$ cat src/rtl/remap_pkg.sv
`timescale 1ns/1ps
package remap_pkg;
  parameter int unsigned REG_IDX_W = 5;
  localparam int unsigned NUM_REGS = 1 << REG_IDX_W;

  typedef enum logic [1:0] {
    EW_DEFAULT = 2'd0,
    EW_HALF    = 2'd1,
    EW_8       = 2'd2,
    EW_16      = 2'd3
  } elw_e;

  // One configuration entry; field positions match the write format.
  typedef struct packed {
    logic                 live;
    logic                 is_fp;
    logic                 bank;
    logic                 pk;
    logic                 vec;
    elw_e                 width;
    logic [REG_IDX_W-1:0] tgt;
    logic [REG_IDX_W-1:0] key;
  } entry_t;

  localparam int unsigned ENTRY_W = $bits(entry_t);

  // One slot of a per-register lookup table.
  typedef struct packed {
    logic                 en;
    logic                 bank;
    logic                 pk;
    logic                 vec;
    elw_e                 width;
    logic [REG_IDX_W-1:0] tgt;
  } slot_t;

  typedef enum logic [1:0] {
    ST_IDLE  = 2'd0,
    ST_CLEAR = 2'd1,
    ST_APPLY = 2'd2
  } bld_st_e;
endpackage

$ cat src/rtl/remap_cfg_store.sv
`timescale 1ns/1ps
module remap_cfg_store import remap_pkg::*; #(
  parameter int unsigned NUM_ENTRIES = 16,
  localparam int unsigned IDX_W = $clog2(NUM_ENTRIES)
) (
  input  logic                        clk,
  input  logic                        rst_n,
  input  logic                        we_i,
  input  logic [IDX_W-1:0]            idx_i,
  input  entry_t                      wdata_i,
  output entry_t [NUM_ENTRIES-1:0]    entries_o
);
  always_ff @(posedge clk) begin
    if (!rst_n) begin
      entries_o <= '0;
    end else if (we_i && (32'(idx_i) < NUM_ENTRIES)) begin
      entries_o[idx_i] <= wdata_i;
    end
  end


  cfg_capture_chk: assert property (@(posedge clk) disable iff (!rst_n)
    we_i |=> entries_o[$past(idx_i)] == $past(wdata_i));
endmodule

$ cat src/rtl/remap_builder.sv
`timescale 1ns/1ps
module remap_builder import remap_pkg::*; #(
  parameter int unsigned NUM_ENTRIES = 16,
  localparam int unsigned CNT_W = (NUM_ENTRIES > 1) ? $clog2(NUM_ENTRIES) : 1
) (
  input  logic                               clk,
  input  logic                               rst_n,
  input  logic                               start_i,
  input  entry_t [NUM_ENTRIES-1:0]           entries_i,
  output slot_t  [1:0][NUM_REGS-1:0]         tbl_o,
  output logic                               busy_o
);
  localparam logic [CNT_W-1:0] LAST = CNT_W'(NUM_ENTRIES - 1);

  bld_st_e          state;
  logic [CNT_W-1:0] cnt;
  entry_t           cur;
  slot_t            cur_slot;

  assign cur = entries_i[cnt];

  always_comb begin
    cur_slot       = '0;
    cur_slot.en    = 1'b1;
    cur_slot.bank  = cur.bank;
    cur_slot.pk    = cur.pk;
    cur_slot.vec   = cur.vec;
    cur_slot.width = cur.width;
    cur_slot.tgt   = cur.tgt;
  end

  always_ff @(posedge clk) begin
    if (!rst_n) begin
      state <= ST_IDLE;
      cnt   <= '0;
      tbl_o <= '0;
    end else if (start_i) begin
      state <= ST_CLEAR;
      cnt   <= '0;
    end else begin
      case (state)
        ST_CLEAR: begin
          tbl_o <= '0;
          cnt   <= '0;
          state <= ST_APPLY;
        end
        ST_APPLY: begin
          if (cur.live && !cur.bank) begin
            tbl_o[cur.is_fp][cur.key] <= cur_slot;
          end
          if (cnt == LAST) begin
            state <= ST_IDLE;
            cnt   <= '0;
          end else begin
            cnt <= cnt + 1'b1;
          end
        end
        default: state <= ST_IDLE;
      endcase
    end
  end

  assign busy_o = (state != ST_IDLE);


  start_busy_chk: assert property (@(posedge clk) disable iff (!rst_n)
    start_i |=> busy_o);


  rebuild_len_chk: assert property (@(posedge clk) disable iff (!rst_n)
    $fell(busy_o) |-> ($past(cnt) == LAST && $past(state) == ST_APPLY));


  clear_chk: assert property (@(posedge clk) disable iff (!rst_n)
    (state == ST_CLEAR && !start_i) |=> (tbl_o == '0));


  idle_stable_chk: assert property (@(posedge clk) disable iff (!rst_n)
    (!busy_o && !start_i) |=> $stable(tbl_o));

  for (genvar t = 0; t < 2; t++) begin : g_tbl
    for (genvar s = 0; s < NUM_REGS; s++) begin : g_slot

      slot_bank_chk: assert property (@(posedge clk) disable iff (!rst_n)
        tbl_o[t][s].en |-> !tbl_o[t][s].bank);
    end
  end
endmodule

$ cat src/rtl/remap_lookup.sv
`timescale 1ns/1ps
module remap_lookup import remap_pkg::*; (
  input  logic                        clk,
  input  logic                        rst_n,
  input  slot_t [1:0][NUM_REGS-1:0]   tbl_i,
  input  logic                        is_fp_i,
  input  logic [REG_IDX_W-1:0]        reg_i,
  output logic                        hit_o,
  output logic [REG_IDX_W-1:0]        tgt_o,
  output elw_e                        width_o,
  output logic                        vec_o,
  output logic                        pk_o,
  output logic                        bank_o
);
  slot_t sel;

  assign sel = tbl_i[is_fp_i][reg_i];

  always_comb begin
    if (sel.en) begin
      hit_o   = 1'b1;
      tgt_o   = sel.tgt;
      width_o = sel.width;
      vec_o   = sel.vec;
      pk_o    = sel.pk;
      bank_o  = sel.bank;
    end else begin
      hit_o   = 1'b0;
      tgt_o   = reg_i;
      width_o = EW_DEFAULT;
      vec_o   = 1'b0;
      pk_o    = 1'b0;
      bank_o  = 1'b0;
    end
  end


  miss_identity_chk: assert property (@(posedge clk) disable iff (!rst_n)
    !hit_o |-> (tgt_o == reg_i && width_o == EW_DEFAULT && !vec_o && !pk_o && !bank_o));


  hit_bank_chk: assert property (@(posedge clk) disable iff (!rst_n)
    hit_o |-> !bank_o);
endmodule

$ cat src/rtl/remap_table.sv
`timescale 1ns/1ps
module remap_table import remap_pkg::*; #(
  parameter int unsigned NUM_ENTRIES = 16,
  parameter int unsigned NUM_PORTS   = 2,
  localparam int unsigned IDX_W = $clog2(NUM_ENTRIES)
) (
  input  logic                            clk,
  input  logic                            rst_n,
  input  logic                            cfg_we,
  input  logic [IDX_W-1:0]                cfg_idx,
  input  logic [ENTRY_W-1:0]              cfg_wdata,
  output logic                            busy,
  input  logic [NUM_PORTS-1:0]            lk_is_fp,
  input  logic [NUM_PORTS*REG_IDX_W-1:0]  lk_reg,
  output logic [NUM_PORTS-1:0]            lk_hit,
  output logic [NUM_PORTS*REG_IDX_W-1:0]  lk_tgt,
  output logic [NUM_PORTS*2-1:0]          lk_width,
  output logic [NUM_PORTS-1:0]            lk_vec,
  output logic [NUM_PORTS-1:0]            lk_pk,
  output logic [NUM_PORTS-1:0]            lk_bank
);
  entry_t [NUM_ENTRIES-1:0]    entries;
  slot_t  [1:0][NUM_REGS-1:0]  tbl;

  remap_cfg_store #(.NUM_ENTRIES(NUM_ENTRIES)) u_store (
    .clk      (clk),
    .rst_n    (rst_n),
    .we_i     (cfg_we),
    .idx_i    (cfg_idx),
    .wdata_i  (entry_t'(cfg_wdata)),
    .entries_o(entries)
  );

  remap_builder #(.NUM_ENTRIES(NUM_ENTRIES)) u_build (
    .clk      (clk),
    .rst_n    (rst_n),
    .start_i  (cfg_we),
    .entries_i(entries),
    .tbl_o    (tbl),
    .busy_o   (busy)
  );

  for (genvar p = 0; p < NUM_PORTS; p++) begin : g_port
    elw_e w;
    remap_lookup u_look (
      .clk    (clk),
      .rst_n  (rst_n),
      .tbl_i  (tbl),
      .is_fp_i(lk_is_fp[p]),
      .reg_i  (lk_reg[p*REG_IDX_W +: REG_IDX_W]),
      .hit_o  (lk_hit[p]),
      .tgt_o  (lk_tgt[p*REG_IDX_W +: REG_IDX_W]),
      .width_o(w),
      .vec_o  (lk_vec[p]),
      .pk_o   (lk_pk[p]),
      .bank_o (lk_bank[p])
    );
    assign lk_width[p*2 +: 2] = w;
  end


  reset_idle_chk: assert property (@(posedge clk)
    $past(!rst_n) && !cfg_we |-> !busy || $past(cfg_we));
endmodule

$ cat config.mk
export PLATFORM = sky130hd
export DESIGN_NAME = remap_table
export DESIGN_NICKNAME = d
export VERILOG_FILES = /design/src/rtl/remap_pkg.sv /design/src/rtl/remap_cfg_store.sv /design/src/rtl/remap_builder.sv /design/src/rtl/remap_lookup.sv /design/src/rtl/remap_table.sv
export SDC_FILE = /design/constraint.sdc
export NUM_CORES = 2
export LEC_CHECK = 0
export CAP_MARGIN = 20
export CORE_AREA = 2 2 321 323
export DETAILED_ROUTE_END_ITERATION = 16
export DIE_AREA = 0 0 323 325
export HOLD_SLACK_MARGIN = 0.1
export PLACE_DENSITY = 0.66
export SETUP_SLACK_MARGIN = 0.1
export SKIP_CTS_REPAIR_TIMING = 1
export SLEW_MARGIN = 20
export SYNTH_ARGS = -nofsm -noshare
export SYNTH_HDL_FRONTEND = slang
export SYNTH_SLANG_ARGS = --single-unit
$ cat constraint.sdc
create_clock -name clk -period 6.89 [get_ports clk]
set_input_delay 1.7225 -clock clk [delete_from_list [all_inputs] [get_ports clk]]
set_output_delay 1.7225 -clock clk [all_outputs]
set_load 0.01 [all_outputs]
==> flow_summary.ini <==
[logic_synthesis]
ys_ff_latch = 982
avgSynthCellArea_um2 = 10.09
synth_nets = 5049
synth_top_area_frac = 0.3890
synthCells = 5009
netlist_area_mm2 = 0.05053
synth_edf_count = 0
yosysSeqAreaShare = 0.3890
yosysTopAreaCell = dfxtp_1
synthDistinctLibCells = 72
synthArstFlopShare = 0
synth_area_leaders = dfxtp_1 (39%), mux4_2 (20%), nand2_1 (7.4%)
yosysWarningCount = 0
synth_flop_cell = dfxtp_1

[timing]
hold_viol = 0
tightest_slew_ns = 1.238
setup_viol = 0
timing.final.ws_setup_ns = 0.1084
whs_ns = 0.4604
drv_slew = 0
layout_min_cycle_time_ns = 6.782
fin_crit_sh = 0.9843
rsz0062_at_grt = true
fmax_ghz = 0.1475
clock_skew_ns = 0.03537
fin_tns_setup_ns = 0
slew-limit-headroom = 0.1720

[place]
hpwl_um = 113700
io_buffers = 58
dp_slack_ns = 0.04270
gp_routability_congestion = 1.008
placedInstanceArea_mm2 = 0.05249

[floorplan]
rows = 117
die_h_um = 325
core_mm2 = 0.1013
initial_utilization = 0.4988
io_pins = 59
die_w_um = 323
dieArea_mm2 = 0.1050

[worst_setup_path]
path_cells = buf_8 -> buf_4 -> mux4_2 -> a22o_1 -> a221oi_2 -> buf_4 -> o221ai_1 -> mux2_2 -> clkdlybuf4s50_1
worst_setup_path_start_kind = input pin
r2r_setup_slack_ns = 2.10
slowest_stage = mux4_2
reg2regPathDepth = 7
critPathMaxFanout = 31
critical_path.endpoint_type = output pin
reg2reg_to = u_build.tbl_o[381]$_SDFFE_PN0P_
critical_path.max_stage_delay_ns = 0.53
r2r_start = u_build.cnt[1]$_SDFFE_PP0N_
path_buf_inv = 4
critPathKind = in -> out
cp.arrival_ns = 5.06
cpLargestDelayFamily = buffers and inverters
critPathMostFrequentCell = buf_4
required_ns = 5.17

[clock_tree]
cts_buffers = 106
worstSkewPairLatency_ns = 0.73
cts_root_buffer = clkbuf_16
cts_sinks = 982
clockBufferDepth = 3
cts.clk_slew.worst_paths_ns = 0.06
h-tree-depth = 3
tritoncts = done

[finish]
nNetsFinal = 4885
final_layout_size_suffix_gt1_frac = 0.2047
area.growth.synth_to_final_pct = 11.11
finalInstanceArea_mm2 = 0.05615
fillers = 8713

[pwr]
p_leak_uw = 0.01781
ir_drop_uv = 191.3
power.density_mw_per_mm2 = 223.4

[drt]
vias = 43598
antenna_left = 0
wl_um = 185900
wl_per_cell_um = 29.49
firstDrtPassIters = 6
drc = 0
drt_iter0_drc = 5761
via_per_inst = 6.916

[global_routing]
grt_util_met1 = 0.4675
grt_max_degree = 200
gr-usage-all-layers = 0.3486
top_usage_layer = met2
grt_pass1_vias = 41962
grt-ovfl-total = 0
grt_pass1_wl_um = 276900
met2_usage = 0.5152
antenna_found_initial = 2
met3_usage = 0.09090

[worst_hold_path]
hold_class = reg -> reg
whs_endpoint = u_store.entries_o[77]$_SDFFE_PN0P_
holdCritStartpoint = u_store.entries_o[77]$_SDFFE_PN0P_
whs_path_depth = 2

[run]
drv_cap = 0

[run_status]
status = finished clean
-- kinds of logic after synthesis --
family / after synthesis / share of synthesized area
and+or+nand+nor: 1347 / 0.1205
buffers and inverters: 770 / 0.06440
adders and majority gates: 4 / 0.0009905
AOI/OAI and AO/OA: 1405 / 0.2137
DFF: 982 / 0.3890
muxes: 501 / 0.2114
-- how the worst max path moves through the flow --
stage / depth (start not counted) / slack [ns] / start / endpoint
3_3_place_gp: 9 / -0.003 / lk_reg[0] / lk_tgt[0]
6_report: 9 / 0.11 / lk_reg[0] / lk_tgt[3]
4_1_cts: 9 / 0.03 / lk_reg[0] / lk_tgt[0]
5_1_grt: 9 / 0.09 / lk_reg[0] / lk_tgt[0]
3_5_place_dp: 9 / 0.04 / lk_reg[0] / lk_tgt[0]
2_1_floorplan: 9 / 1.02 / lk_reg[0] / lk_vec[0]
-- final cells by class --
type / instances / area (um2) / share of cell area
antenna: 1 / 2.502 / 0.00004457
clock buffer: 153 / 3060 / 0.05451
clock inverter: 45 / 546.8 / 0.009738
inverter: 237 / 889.6 / 0.01584
multi-input combinational: 3257 / 27910 / 0.4971
sequential: 982 / 19670 / 0.3503
tap: 1368 / 1712 / 0.03048
timing repair buffer: 261 / 2360 / 0.04203
-- cell usage after synthesis, drive strengths merged (15+ instances only) --
| master | count |
|---|---|
| a22oi | 52 |
| nand4 | 49 |
| nor2b | 46 |
| a22o | 108 |
| a221oi | 26 |
| buf | 201 |
| nor3 | 15 |
| inv | 237 |
| nor4 | 36 |
| and2 | 25 |
| a21boi | 291 |
| nand2b | 29 |
| nand3 | 47 |
| o311ai | 60 |
| nor2 | 74 |
| nand2 | 998 |
| mux4 | 451 |
| o22ai | 223 |
| mux2i | 30 |
| clkbuf | 332 |
| o2bb2ai | 49 |
| mux2 | 20 |
| dfxtp | 982 |
| o211ai | 159 |
| a211oi | 23 |
| a32oi | 187 |
| o21ai | 163 |
-- tightest hold or removal path, delay by kind of cell, from the launching register on --
family           cells  cell delay [ns]
AND/OR/NAND/NOR      1             0.05
flip-flops           1             0.30
AO/OA/AOI/OAI        1             0.06
-- cell usage in the layout (no fill, tap or decap), drive strengths merged, types with 4 or more instances in the layout --
| cell type | instances |
|---|---|
| mux2 | 20 |
| nand3 | 47 |
| a21boi | 291 |
| buf | 210 |
| o2bb2ai | 49 |
| a2111oi | 5 |
| nand4 | 49 |
| a22oi | 52 |
| clkdlybuf4s50 | 49 |
| a221oi | 26 |
| a21oi | 9 |
| a211oi | 23 |
| o311ai | 60 |
| mux4 | 451 |
| nor4 | 36 |
| o211ai | 159 |
| nor2b | 46 |
| nor2 | 74 |
| o221ai | 9 |
| a22o | 108 |
| o2111ai | 8 |
| clkinv | 32 |
| nor3 | 15 |
| o22ai | 223 |
| o21ai | 163 |
| o211a | 6 |
| nand2b | 29 |
| bufinv | 9 |
| inv | 238 |
| dfxtp | 982 |
| and4 | 4 |
| and2 | 25 |
| a32oi | 187 |
| nand3b | 11 |
| clkbuf | 155 |
| nand2 | 998 |
| mux2i | 30 |
| a31oi | 11 |
| ha | 4 |
-- per-layer routing --
layer	share of wire	wire length (um)
met5	0.00063	118
met4	0.062	11480
met3	0.12	22960
met2	0.43	80350
met1	0.38	70960
-- sequential cells by signal (all words and copies together), names as in the netlist --
| register | cells |
|---|---|
| u_build.cnt | 4 |
| u_build.state | 2 |
| u_build.tbl_o | 704 |
| u_store.entries_o | 272 |
-- per-stage QoR --
step           cells  total power (uW)    util
2_1_floorplan   5009              6337       -
3_3_place_gp    6101              6682  0.5178
4_1_cts         6302             12530  0.5538
5_1_grt         6304             12820  0.5543
3_5_place_dp    6104              6684  0.5182
6_report        6304             12540  0.5543
-- power breakdown --
part	leakage (uW)	switching [uW]	total (uW)	internal, uW
combinational	0.00812	624	889	265
sequential	0.00791	10.3	5710	5700
clock	0.00178	2520	5950	3430
total	0.0178	3150	12500	9390
(Power assumes the default switching activity.)
